--- config.mk ---
export PLATFORM = sky130hd
export DESIGN_NAME = bus_watchdog_supervisor
export DESIGN_NICKNAME = d
export VERILOG_FILES = /design/src/rtl/bw_pkg.sv /design/src/rtl/bw_bus_monitor.sv /design/src/rtl/bw_watchdog.sv /design/src/rtl/bw_reset_ctrl.sv /design/src/rtl/bus_watchdog_supervisor.sv
export SDC_FILE = /design/constraint.sdc
export NUM_CORES = 1
export LEC_CHECK = 0
export BUFFER_PORTS_ARGS = -buffer_cell sky130_fd_sc_hd__buf_4
export CAP_MARGIN = 15
export CORE_ASPECT_RATIO = 1.75
export CORE_MARGIN = 2
export CORE_UTILIZATION = 45
export DETAILED_ROUTE_END_ITERATION = 8
export GPL_TIMING_DRIVEN = 0
export HOLD_SLACK_MARGIN = 0.03
export PLACE_DENSITY = 0.71
export SLEW_MARGIN = 20
export SYNTH_ARGS = -nofsm -noshare
export SYNTH_HDL_FRONTEND = slang
export SYNTH_SLANG_ARGS = --single-unit
--- constraint.sdc ---
create_clock -name clk -period 2.85 [get_ports clk]
set_clock_uncertainty 0.15 [all_clocks]
set_input_delay 0.57 -clock clk [delete_from_list [all_inputs] [get_ports clk]]
set_output_delay 0.57 -clock clk [all_outputs]
set_load 0.005 [all_outputs]
--- src/rtl/bw_pkg.sv ---
package bw_pkg;
  typedef enum logic [1:0] {
    PER_LONG  = 2'b00,
    PER_MID   = 2'b01,
    PER_SHORT = 2'b10,
    PER_OFF   = 2'b11
  } per_code_t;

  function automatic int unsigned cnt_width(input int unsigned limit);
    return (limit < 2) ? 1 : $clog2(limit + 1);
  endfunction
endpackage

--- src/rtl/bw_bus_monitor.sv ---
module bw_bus_monitor #(
  parameter int SYNC_STAGES = 2
) (
  input  logic clk,
  input  logic rst,
  input  logic scl_in,
  input  logic sda_in,
  output logic kick
);
  logic [SYNC_STAGES-1:0] scl_sync, sda_sync;
  logic scl_d, sda_d, armed;
  logic scl_now, sda_now, start_seen, stop_seen;

  assign scl_now = scl_sync[SYNC_STAGES-1];
  assign sda_now = sda_sync[SYNC_STAGES-1];

  always_ff @(posedge clk) begin
    if (rst) begin
      scl_sync <= '1;
      sda_sync <= '1;
      scl_d    <= 1'b1;
      sda_d    <= 1'b1;
    end else begin
      scl_sync <= {scl_sync[SYNC_STAGES-2:0], scl_in};
      sda_sync <= {sda_sync[SYNC_STAGES-2:0], sda_in};
      scl_d    <= scl_now;
      sda_d    <= sda_now;
    end
  end

  // conditions are recognised only while SCL stays high across the SDA edge
  assign start_seen = scl_now & scl_d & sda_d & ~sda_now;
  assign stop_seen  = scl_now & scl_d & ~sda_d & sda_now;

  always_ff @(posedge clk) begin
    if (rst) begin
      armed <= 1'b0;
      kick  <= 1'b0;
    end else begin
      kick <= stop_seen & armed;
      if (start_seen)     armed <= 1'b1;
      else if (stop_seen) armed <= 1'b0;
    end
  end

  // a restart pulse needs an armed start beforehand
  a_r7_kick_needs_start: assert property (@(posedge clk) disable iff (rst)
    kick |-> $past(armed));
  // one restart pulse per stop
  a_r6_kick_single: assert property (@(posedge clk) disable iff (rst)
    kick |=> !kick);
endmodule

--- src/rtl/bw_watchdog.sv ---
module bw_watchdog
  import bw_pkg::*;
#(
  parameter int CLKS_PER_MS = 100000,
  parameter int LONG_MS     = 1400,
  parameter int MID_MS      = 600,
  parameter int SHORT_MS    = 200
) (
  input  logic       clk,
  input  logic       rst,
  input  logic       hold,
  input  logic       kick,
  input  logic [1:0] period_code,
  output logic       fire
);
  localparam int LONG_CLKS  = LONG_MS * CLKS_PER_MS;
  localparam int MID_CLKS   = MID_MS * CLKS_PER_MS;
  localparam int SHORT_CLKS = SHORT_MS * CLKS_PER_MS;
  localparam int CW         = cnt_width(LONG_CLKS);

  logic [CW-1:0] cnt, limit_m1;
  logic          enabled;

  always_comb begin
    enabled  = 1'b1;
    limit_m1 = CW'(SHORT_CLKS - 1);
    case (per_code_t'(period_code))
      PER_LONG:  limit_m1 = CW'(LONG_CLKS - 1);
      PER_MID:   limit_m1 = CW'(MID_CLKS - 1);
      PER_SHORT: limit_m1 = CW'(SHORT_CLKS - 1);
      default:   enabled  = 1'b0;
    endcase
  end

  // a restart on the expiry edge suppresses the expiry
  assign fire = enabled & ~hold & ~kick & (cnt >= limit_m1);

  always_ff @(posedge clk) begin
    if (rst || hold || !enabled || kick || fire) cnt <= '0;
    else                                         cnt <= cnt + 1'b1;
  end

  // no counting while reset is active
  a_r9_held_in_reset: assert property (@(posedge clk) disable iff (rst)
    hold |=> cnt == '0);
  // off setting never expires
  a_r5_off_silent: assert property (@(posedge clk) disable iff (rst)
    (period_code == 2'b11) |-> !fire);
  // a restart clears the count
  a_r6_kick_restarts: assert property (@(posedge clk) disable iff (rst)
    kick |=> cnt == '0);
endmodule

--- src/rtl/bw_reset_ctrl.sv ---
module bw_reset_ctrl
  import bw_pkg::*;
#(
  parameter int HOLD_CLKS  = 20000000,
  parameter int PULSE_CLKS = 20000000,
  parameter bit ACTIVE_LOW = 1'b1
) (
  input  logic clk,
  input  logic rst,
  input  logic supply_ok,
  input  logic wd_fire,
  output logic active,
  output logic reset_pin
);
  localparam int HW = cnt_width(HOLD_CLKS);
  localparam int PW = cnt_width(PULSE_CLKS);

  logic [HW-1:0] sup_cnt, sup_nxt;
  logic [PW-1:0] pulse_cnt, pulse_nxt;
  logic          act_nxt;

  always_comb begin
    sup_nxt = sup_cnt;
    if (!supply_ok)                sup_nxt = '0;
    else if (sup_cnt != HW'(HOLD_CLKS)) sup_nxt = sup_cnt + 1'b1;
    pulse_nxt = '0;
    if (wd_fire)             pulse_nxt = PW'(PULSE_CLKS);
    else if (pulse_cnt != 0) pulse_nxt = pulse_cnt - 1'b1;
    act_nxt = (sup_nxt != HW'(HOLD_CLKS)) || (pulse_nxt != '0);
  end

  always_ff @(posedge clk) begin
    if (rst) begin
      sup_cnt   <= '0;
      pulse_cnt <= '0;
      active    <= 1'b1;
    end else begin
      sup_cnt   <= sup_nxt;
      pulse_cnt <= pulse_nxt;
      active    <= act_nxt;
    end
  end

  generate
    if (ACTIVE_LOW) begin : g_low
      always_ff @(posedge clk) begin
        if (rst) reset_pin <= 1'b0;
        else     reset_pin <= ~act_nxt;
      end
    end else begin : g_high
      always_ff @(posedge clk) begin
        if (rst) reset_pin <= 1'b1;
        else     reset_pin <= act_nxt;
      end
    end
  endgenerate

  // a supply drop asserts reset on the next cycle
  a_r3_drop_asserts: assert property (@(posedge clk) disable iff (rst)
    !supply_ok |=> active);
  // an expiry starts a full pulse
  a_r8_fire_pulses: assert property (@(posedge clk) disable iff (rst)
    wd_fire |=> active && (pulse_cnt == PW'(PULSE_CLKS)));
  // release only once the hold time has been met
  a_r2_release_after_hold: assert property (@(posedge clk) disable iff (rst)
    $fell(active) |-> (sup_cnt == HW'(HOLD_CLKS)) && $past(supply_ok));
endmodule

--- src/rtl/bus_watchdog_supervisor.sv ---
module bus_watchdog_supervisor #(
  parameter int CLKS_PER_MS = 100000,
  parameter int HOLD_MS     = 200,
  parameter int PULSE_MS    = 200,
  parameter int LONG_MS     = 1400,
  parameter int MID_MS      = 600,
  parameter int SHORT_MS    = 200,
  parameter int SYNC_STAGES = 2,
  parameter bit ACTIVE_LOW  = 1'b1
) (
  input  logic       clk,
  input  logic       rst,
  input  logic       scl_in,
  input  logic       sda_in,
  input  logic       supply_ok,
  input  logic [1:0] period_code,
  output logic       reset_out
);
  localparam int HOLD_CLKS  = HOLD_MS * CLKS_PER_MS;
  localparam int PULSE_CLKS = PULSE_MS * CLKS_PER_MS;

  logic kick, fire, rst_active;

  bw_bus_monitor #(.SYNC_STAGES(SYNC_STAGES)) u_bus (
    .clk(clk), .rst(rst), .scl_in(scl_in), .sda_in(sda_in), .kick(kick)
  );

  bw_watchdog #(
    .CLKS_PER_MS(CLKS_PER_MS), .LONG_MS(LONG_MS),
    .MID_MS(MID_MS), .SHORT_MS(SHORT_MS)
  ) u_wd (
    .clk(clk), .rst(rst), .hold(rst_active), .kick(kick),
    .period_code(period_code), .fire(fire)
  );

  bw_reset_ctrl #(
    .HOLD_CLKS(HOLD_CLKS), .PULSE_CLKS(PULSE_CLKS), .ACTIVE_LOW(ACTIVE_LOW)
  ) u_rc (
    .clk(clk), .rst(rst), .supply_ok(supply_ok), .wd_fire(fire),
    .active(rst_active), .reset_pin(reset_out)
  );
endmodule

# Word level (Yosys, flattened, before mapping)

Cells that the tools add are included.

$add $sub $neg: 3
$mul: 0
Divide/modulo/power cells: 0
Magnitude comparators: 1
Equal/unequal tests: 4
Shift-type cells: 0
Multiplexer cells: 8
Bitwise gates (word level): 14
Reductions and logical operators: 11

Operator list:

| kind                  | count |
|---|---|
| $mux 25               | 4 |
| $pmux 28 s2           | 1 |
| $ne 25x25->1 const B  | 2 |
| $reduce_bool 25->1    | 2 |
| $add 28x1->28 const B | 1 |
| $ge 28x28->1          | 1 |
| $add 25x1->25 const B | 1 |
| $sub 25x1->25 const B | 1 |
| $and 1x1->1           | 9 |
| $logic_or 1x1->1      | 5 |
| $not 1->1             | 5 |
| $mux 1                | 3 |
| $reduce_or 3->1       | 1 |
| $eq 2x1->1 const B    | 1 |
| $eq 2x2->1 const B    | 1 |
| $logic_not 2->1       | 1 |
| $reduce_bool 2->1     | 1 |
| $logic_not 1->1       | 1 |

Flip-flop bits (word level): 88
Bits in latches: 0
Memory bits (writable): 0
ROM bits: 0
Output and inout bits: 1
Logic and storage cells: 52
Memories: 0

# Logic depth before layout (Yosys ltp)

Word-level depth: 10
Mapped depth: 11

# Cells and area by module

A second synthesis with hierarchy kept.

Cell total of the unflattened synthesis: 544
Area total of the unflattened synthesis: 4734.5 um2

Modules (own cells, without submodules):

| module         | instances | cells an instance | area each (um2) |
|---|---|---|---|
| bw_reset_ctrl  | 1         | 336               | 2767.7 |
| bw_watchdog    | 1         | 187               | 1732.9 |
| bw_bus_monitor | 1         | 21                | 234.0 |

# Worst setup path before layout

No wires, ideal clock.

Path kind: in2reg
From: in period_code[1]
To: reg u_rc.reset_pin
Arrival: 2.869 ns
Setup slack: -0.230 ns
Stages on the path: 10
Path buffers: 0
Cells stage by stage: inv_1 nand2_1 ha_1 a211o_1 a21o_1 o21a_1 a211oi_1 o21a_1 o2111a_1 and4_1

Cells in the longest elaborated chain, start to end: 10
Elaborated cells on any way between the ends: 14
Classes of those cells: order compare: 1; eq/ne: 2; mux: 3; bitwise: 4; reduce/logical: 4

Ends and longest elaborated chain:

| element                                                              | RTL line                      | RTL |
|---|---|---|
| from (decl)                                                          | bus_watchdog_supervisor.sv:16 | `input logic [1:0] period_code,` |
| parallel branches: the longest is 5 deep, another holds $ge 28x28->1 | n/a                           |  |
| $and 1x1->1 *                                                        | bw_watchdog.sv:36             | `assign fire = enabled & ~hold & ~kick & (cnt >= limit_m1);` |
| $mux 25 *                                                            | bw_reset_ctrl.sv:27           | `if (wd_fire) pulse_nxt = PW'(PULSE_CLKS);` |
| $reduce_bool 25->1 *                                                 | bw_reset_ctrl.sv:29           | `act_nxt = (sup_nxt != HW'(HOLD_CLKS)) \|\| (pulse_nxt != '0);` |
| $logic_or 1x1->1 *                                                   | bw_reset_ctrl.sv:29           |  |
| $not 1->1 *                                                          | bw_reset_ctrl.sv:48           | `else reset_pin <= ~act_nxt;` |
| to (signal assigned)                                                 | bw_reset_ctrl.sv:48           |  |
| to (decl)                                                            | bw_reset_ctrl.sv:13           | `output logic reset_pin` |

Mark *: on every way between the ends.
A chain may end at the register's enable or synchronous reset.

# Final worst setup path

From: reg u_rc.pulse_cnt[0]
To: reg u_rc.reset_pin

Cells in the longest elaborated chain, start to end: 6
Elaborated cells on any way between the ends: 7
Classes of those cells: add/sub: 1; mux: 2; bitwise: 1; reduce/logical: 3

Ends and longest elaborated chain:

| element                                                    | RTL line            | RTL |
|---|---|---|
| from (decl)                                                | bw_reset_ctrl.sv:19 | `logic [PW-1:0] pulse_cnt, pulse_nxt;` |
| from (signal assigned)                                     | bw_reset_ctrl.sv:39 | `pulse_cnt <= pulse_nxt;` |
| $sub 25x1->25 / $reduce_bool 25->1 (equally long branches) | bw_reset_ctrl.sv:28 | `else if (pulse_cnt != 0) pulse_nxt = pulse_cnt - 1'b1;` |
| $mux 25 *                                                  | bw_reset_ctrl.sv:28 |  |
| $mux 25 *                                                  | bw_reset_ctrl.sv:27 |  |
| $reduce_bool 25->1 *                                       | bw_reset_ctrl.sv:29 |  |
| $logic_or 1x1->1 *                                         | bw_reset_ctrl.sv:29 |  |
| $not 1->1 *                                                | bw_reset_ctrl.sv:48 |  |

Mark *: on every way between the ends. The rest lies on a longest branch, timed or not.

==> results.json <==
{
  "worst-r2r-cell-count": 10,
  "final_antenna_net_count": 0,
  "rows": 49,
  "netlist_area_um2": 4670,
  "postPlaceCellArea_um2": 4930,
  "worst_pin_slew_ns": 0.642,
  "tritoncts": "done",
  "async_flop_share_pct": 0,
  "finalCritPeriodShare_pct": 111,
  "drt-pass1-iter-count": 4,
  "cts.sinks": 88,
  "fin_crit_ns": 3.17,
  "status": "finished with violations",
  "p_per_area_nw_per_um2": 791,
  "area_growth_pct": 16.8,
  "critPathKind": "register to register",
  "maxCapViolCount": 0,
  "final_cells": 729,
  "dieArea_um2": 11200,
  "io_buffers": 7,
  "final_nets": 623,
  "maxSlewViolCount": 0,
  "grt_pass1_wl_um": 18800,
  "grt_max_degree": 17,
  "via_per_inst": 5.78,
  "die_height_um": 139,
  "power.leakage_nw": 1.96,
  "routed_wl_um": 11300,
  "htreeDepth": 3,
  "violations": "setup timing",
  "required_ns": 2.98,
  "root_buffer": "clkbuf_16",
  "slew_headroom_pct": 56.8,
  "numCtsBuffers": 9,
  "cts_buffer_depth": 2,
  "yosysWarnings": 0,
  "synth_ff_type": "dfxtp_1",
  "hold_slack_ns": 0.260,
  "drive_above_1_share_pct": 11.1,
  "synth_edf_count": 0,
  "synth.distinct_cells": 55,
  "die_w_um": 81.0,
  "worst_slack_ns": -0.324,
  "crit_start": "u_rc.pulse_cnt[0]",
  "initial_core_util_pct": 45.9,
  "grtUsageTotal_pct": 21.1,
  "wire_per_inst_um": 15.5,
  "dr.first_iter.drc_count": 152,
  "overflow": 0,
  "fmax_mhz": 315,
  "drc_errors": 0,
  "power.total_mw": 4.32,
  "stdcell_area_um2": 5460,
  "max-vdd-ir-drop_uv": 357,
  "dpl.cell_count": 698,
  "cp_max_fo": 2,
  "rsz0062_at_grt": "true",
  "synth_seq_cells": 88,
  "syn_avg_cell_area_um2": 8.28,
  "synth_seq_area_share_pct": 37.7,
  "gp_congestion": 0.995,
  "hp-start": "scl_in",
  "syn-num-nets": 590,
  "worstSetupEndpointType": "register",
  "hold_path_depth": 2,
  "hp-class": "input pin to register",
  "grt_antenna_before_repair": 0,
  "dp_hpwl_um": 8170,
  "clkTransAtPathRegs_ns": 0.06,
  "finalSetupViolations": 23,
  "pre_cts_slack_ns": -0.604,
  "start_kind": "register",
  "r2r-start": "u_rc.pulse_cnt[0]",
  "num_vias": 4217,
  "grt_pass1_vias": 4105,
  "num_antenna_cells": 0,
  "critPathArrivalTime_ns": 3.30,
  "hold_viol": 0,
  "synth_cells": 564,
  "pin_count": 8,
  "n_fill_cell": 975,
  "core_um2": 10200,
  "clkLatencyLatePin_ns": 0.35
}
-- power breakdown --
group          leakage [nW]  total (mW)  internal [mW]  switching, mW
Combinational          1.07        1.40          0.673          0.724
Sequential            0.714        1.54           1.37          0.168
Clock                 0.171        1.38          0.868          0.515
-- stage by stage --
step | utilization [%] | setup TNS (ns)
2_1_floorplan | - | -0.238
3_3_place_gp | 48.4 | -19.85
3_5_place_dp | 48.4 | -21.70
4_1_cts | 53.0 | -2.99
5_1_grt | 53.6 | -6.04
6_report | 53.6 | -4.39
-- cell usage after synthesis, types with 4 or more instances --
library cell,n,area share [%]
nor2_1,84,6.7
xor2_1,21,3.9
nand2_1,34,2.7
xnor2_1,37,6.9
and3_1,11,1.5
nor3b_1,6,0.96
and4_1,4,0.75
nand3_1,27,2.9
dfxtp_1,88,38
nand4_1,16,2.1
nand2b_1,4,0.54
a21o_1,4,0.64
clkbuf_1,22,1.8
nor4_1,13,1.7
nor4b_1,4,0.75
a31oi_1,8,1.1
o21ai_0,19,2.0
nor3_1,19,2.0
ha_1,19,5.1
or4_1,7,1.1
inv_1,17,1.4
nand4b_1,6,1.1
a211oi_1,4,0.64
or3_1,13,1.7
or2_2,7,0.94
a21oi_1,26,2.8
-- layout by cell type, fill, tap and decap left out, types with 4 or more instances in the layout --
cell type and n:
dfxtp_1 86, nor2_1 84, xnor2_1 36, nand2_1 34, nand3_1 27, a21oi_1 26, xor2_1 21, clkbuf_1 19
o21ai_0 19, buf_4 19, nor3_1 18, ha_1 18, nand4_1 16, inv_1 15, or3_1 13, nor4_1 11
and3_1 11, clkbuf_16 9, a31oi_1 8, or2_2 7, nand4b_1 6, or4_1 6, nor3b_1 6, buf_6 5
nand2b_1 4, a21o_1 4, and4_1 4, nor4b_1 4
-- layout make-up --
type / count / area (um2) / area share, %
multi-input combinational: 434 / 2820 / 51.6
timing repair buffer: 23 / 188 / 3.44
inverter: 17 / 63.8 / 1.17
clock buffer: 9 / 225 / 4.13
buffer: 24 / 111 / 2.04
sequential: 88 / 1770 / 32.4
tap: 127 / 159 / 2.91
clock inverter: 7 / 125 / 2.29
-- state kept, by name, indices dropped and copies added (netlist names) --
signal	flops
u_rc.sup_cnt	25
u_bus.sda_d	1
u_bus.kick	1
u_rc.active	1
u_wd.cnt	28
u_bus.sda_sync	2
u_bus.scl_d	1
u_rc.pulse_cnt	25
u_bus.scl_sync	2
u_rc.reset_pin	1
u_bus.armed	1
-- worst max-delay path: stages, from the launching register on --
cell and delay [ns]:
dfxtp_4 0.34, inv_2 0.06, ha_4 0.12, or4b_4 0.46, or4b_4 0.56, buf_6 0.15, xnor2_4 0.12, or4bb_1 0.52
nor4_2 0.19, a41o_1 0.22, and4_1 0.22
-- cells by family after synthesis --
| family | synth area share [%] |
|---|---|
| compound gates | 11.0 |
| xor+xnor | 10.9 |
| fa+ha+maj | 5.09 |
| buf+inv | 3.70 |
| flops | 37.7 |
| mux | 0.670 |
| simple gates | 31.0 |
-- routing by layer --
layer | routed length [um] | vias to the layer above | track usage (%)
li1 | - | 2080 | -
met1 | 4250 | 2016 | 21.4
met2 | 6280 | 88 | 38.9
met3 | 365 | 33 | 4.49
met4 | 425 | 0 | 10.7
met5 | 0 | - | 0
-- path summary, 6_finish.rpt --
path	endpoint	slack [ns]
setup reg to reg	u_rc.reset_pin	-0.32
setup / recovery	u_rc.reset_pin	-0.32
hold / removal	u_bus.scl_sync[0]	0.26
hold reg to reg	u_bus.sda_sync[1]	0.27
-- timing repair --
| action | CTS | global route |
|---|---|---|
| hold buffers | 0 | 0 |
| endpoints found under the setup margin | 43 | 34 |
| gates cloned | 1 | 0 |
| buffers inserted | 10 | 5 |
| gates resized for setup | 8 | 9 |
| pin swaps | 7 | 8 |
| endpoints found under the hold margin | 0 | 0 |
Note: power is estimated with default switching activity, not from simulation.
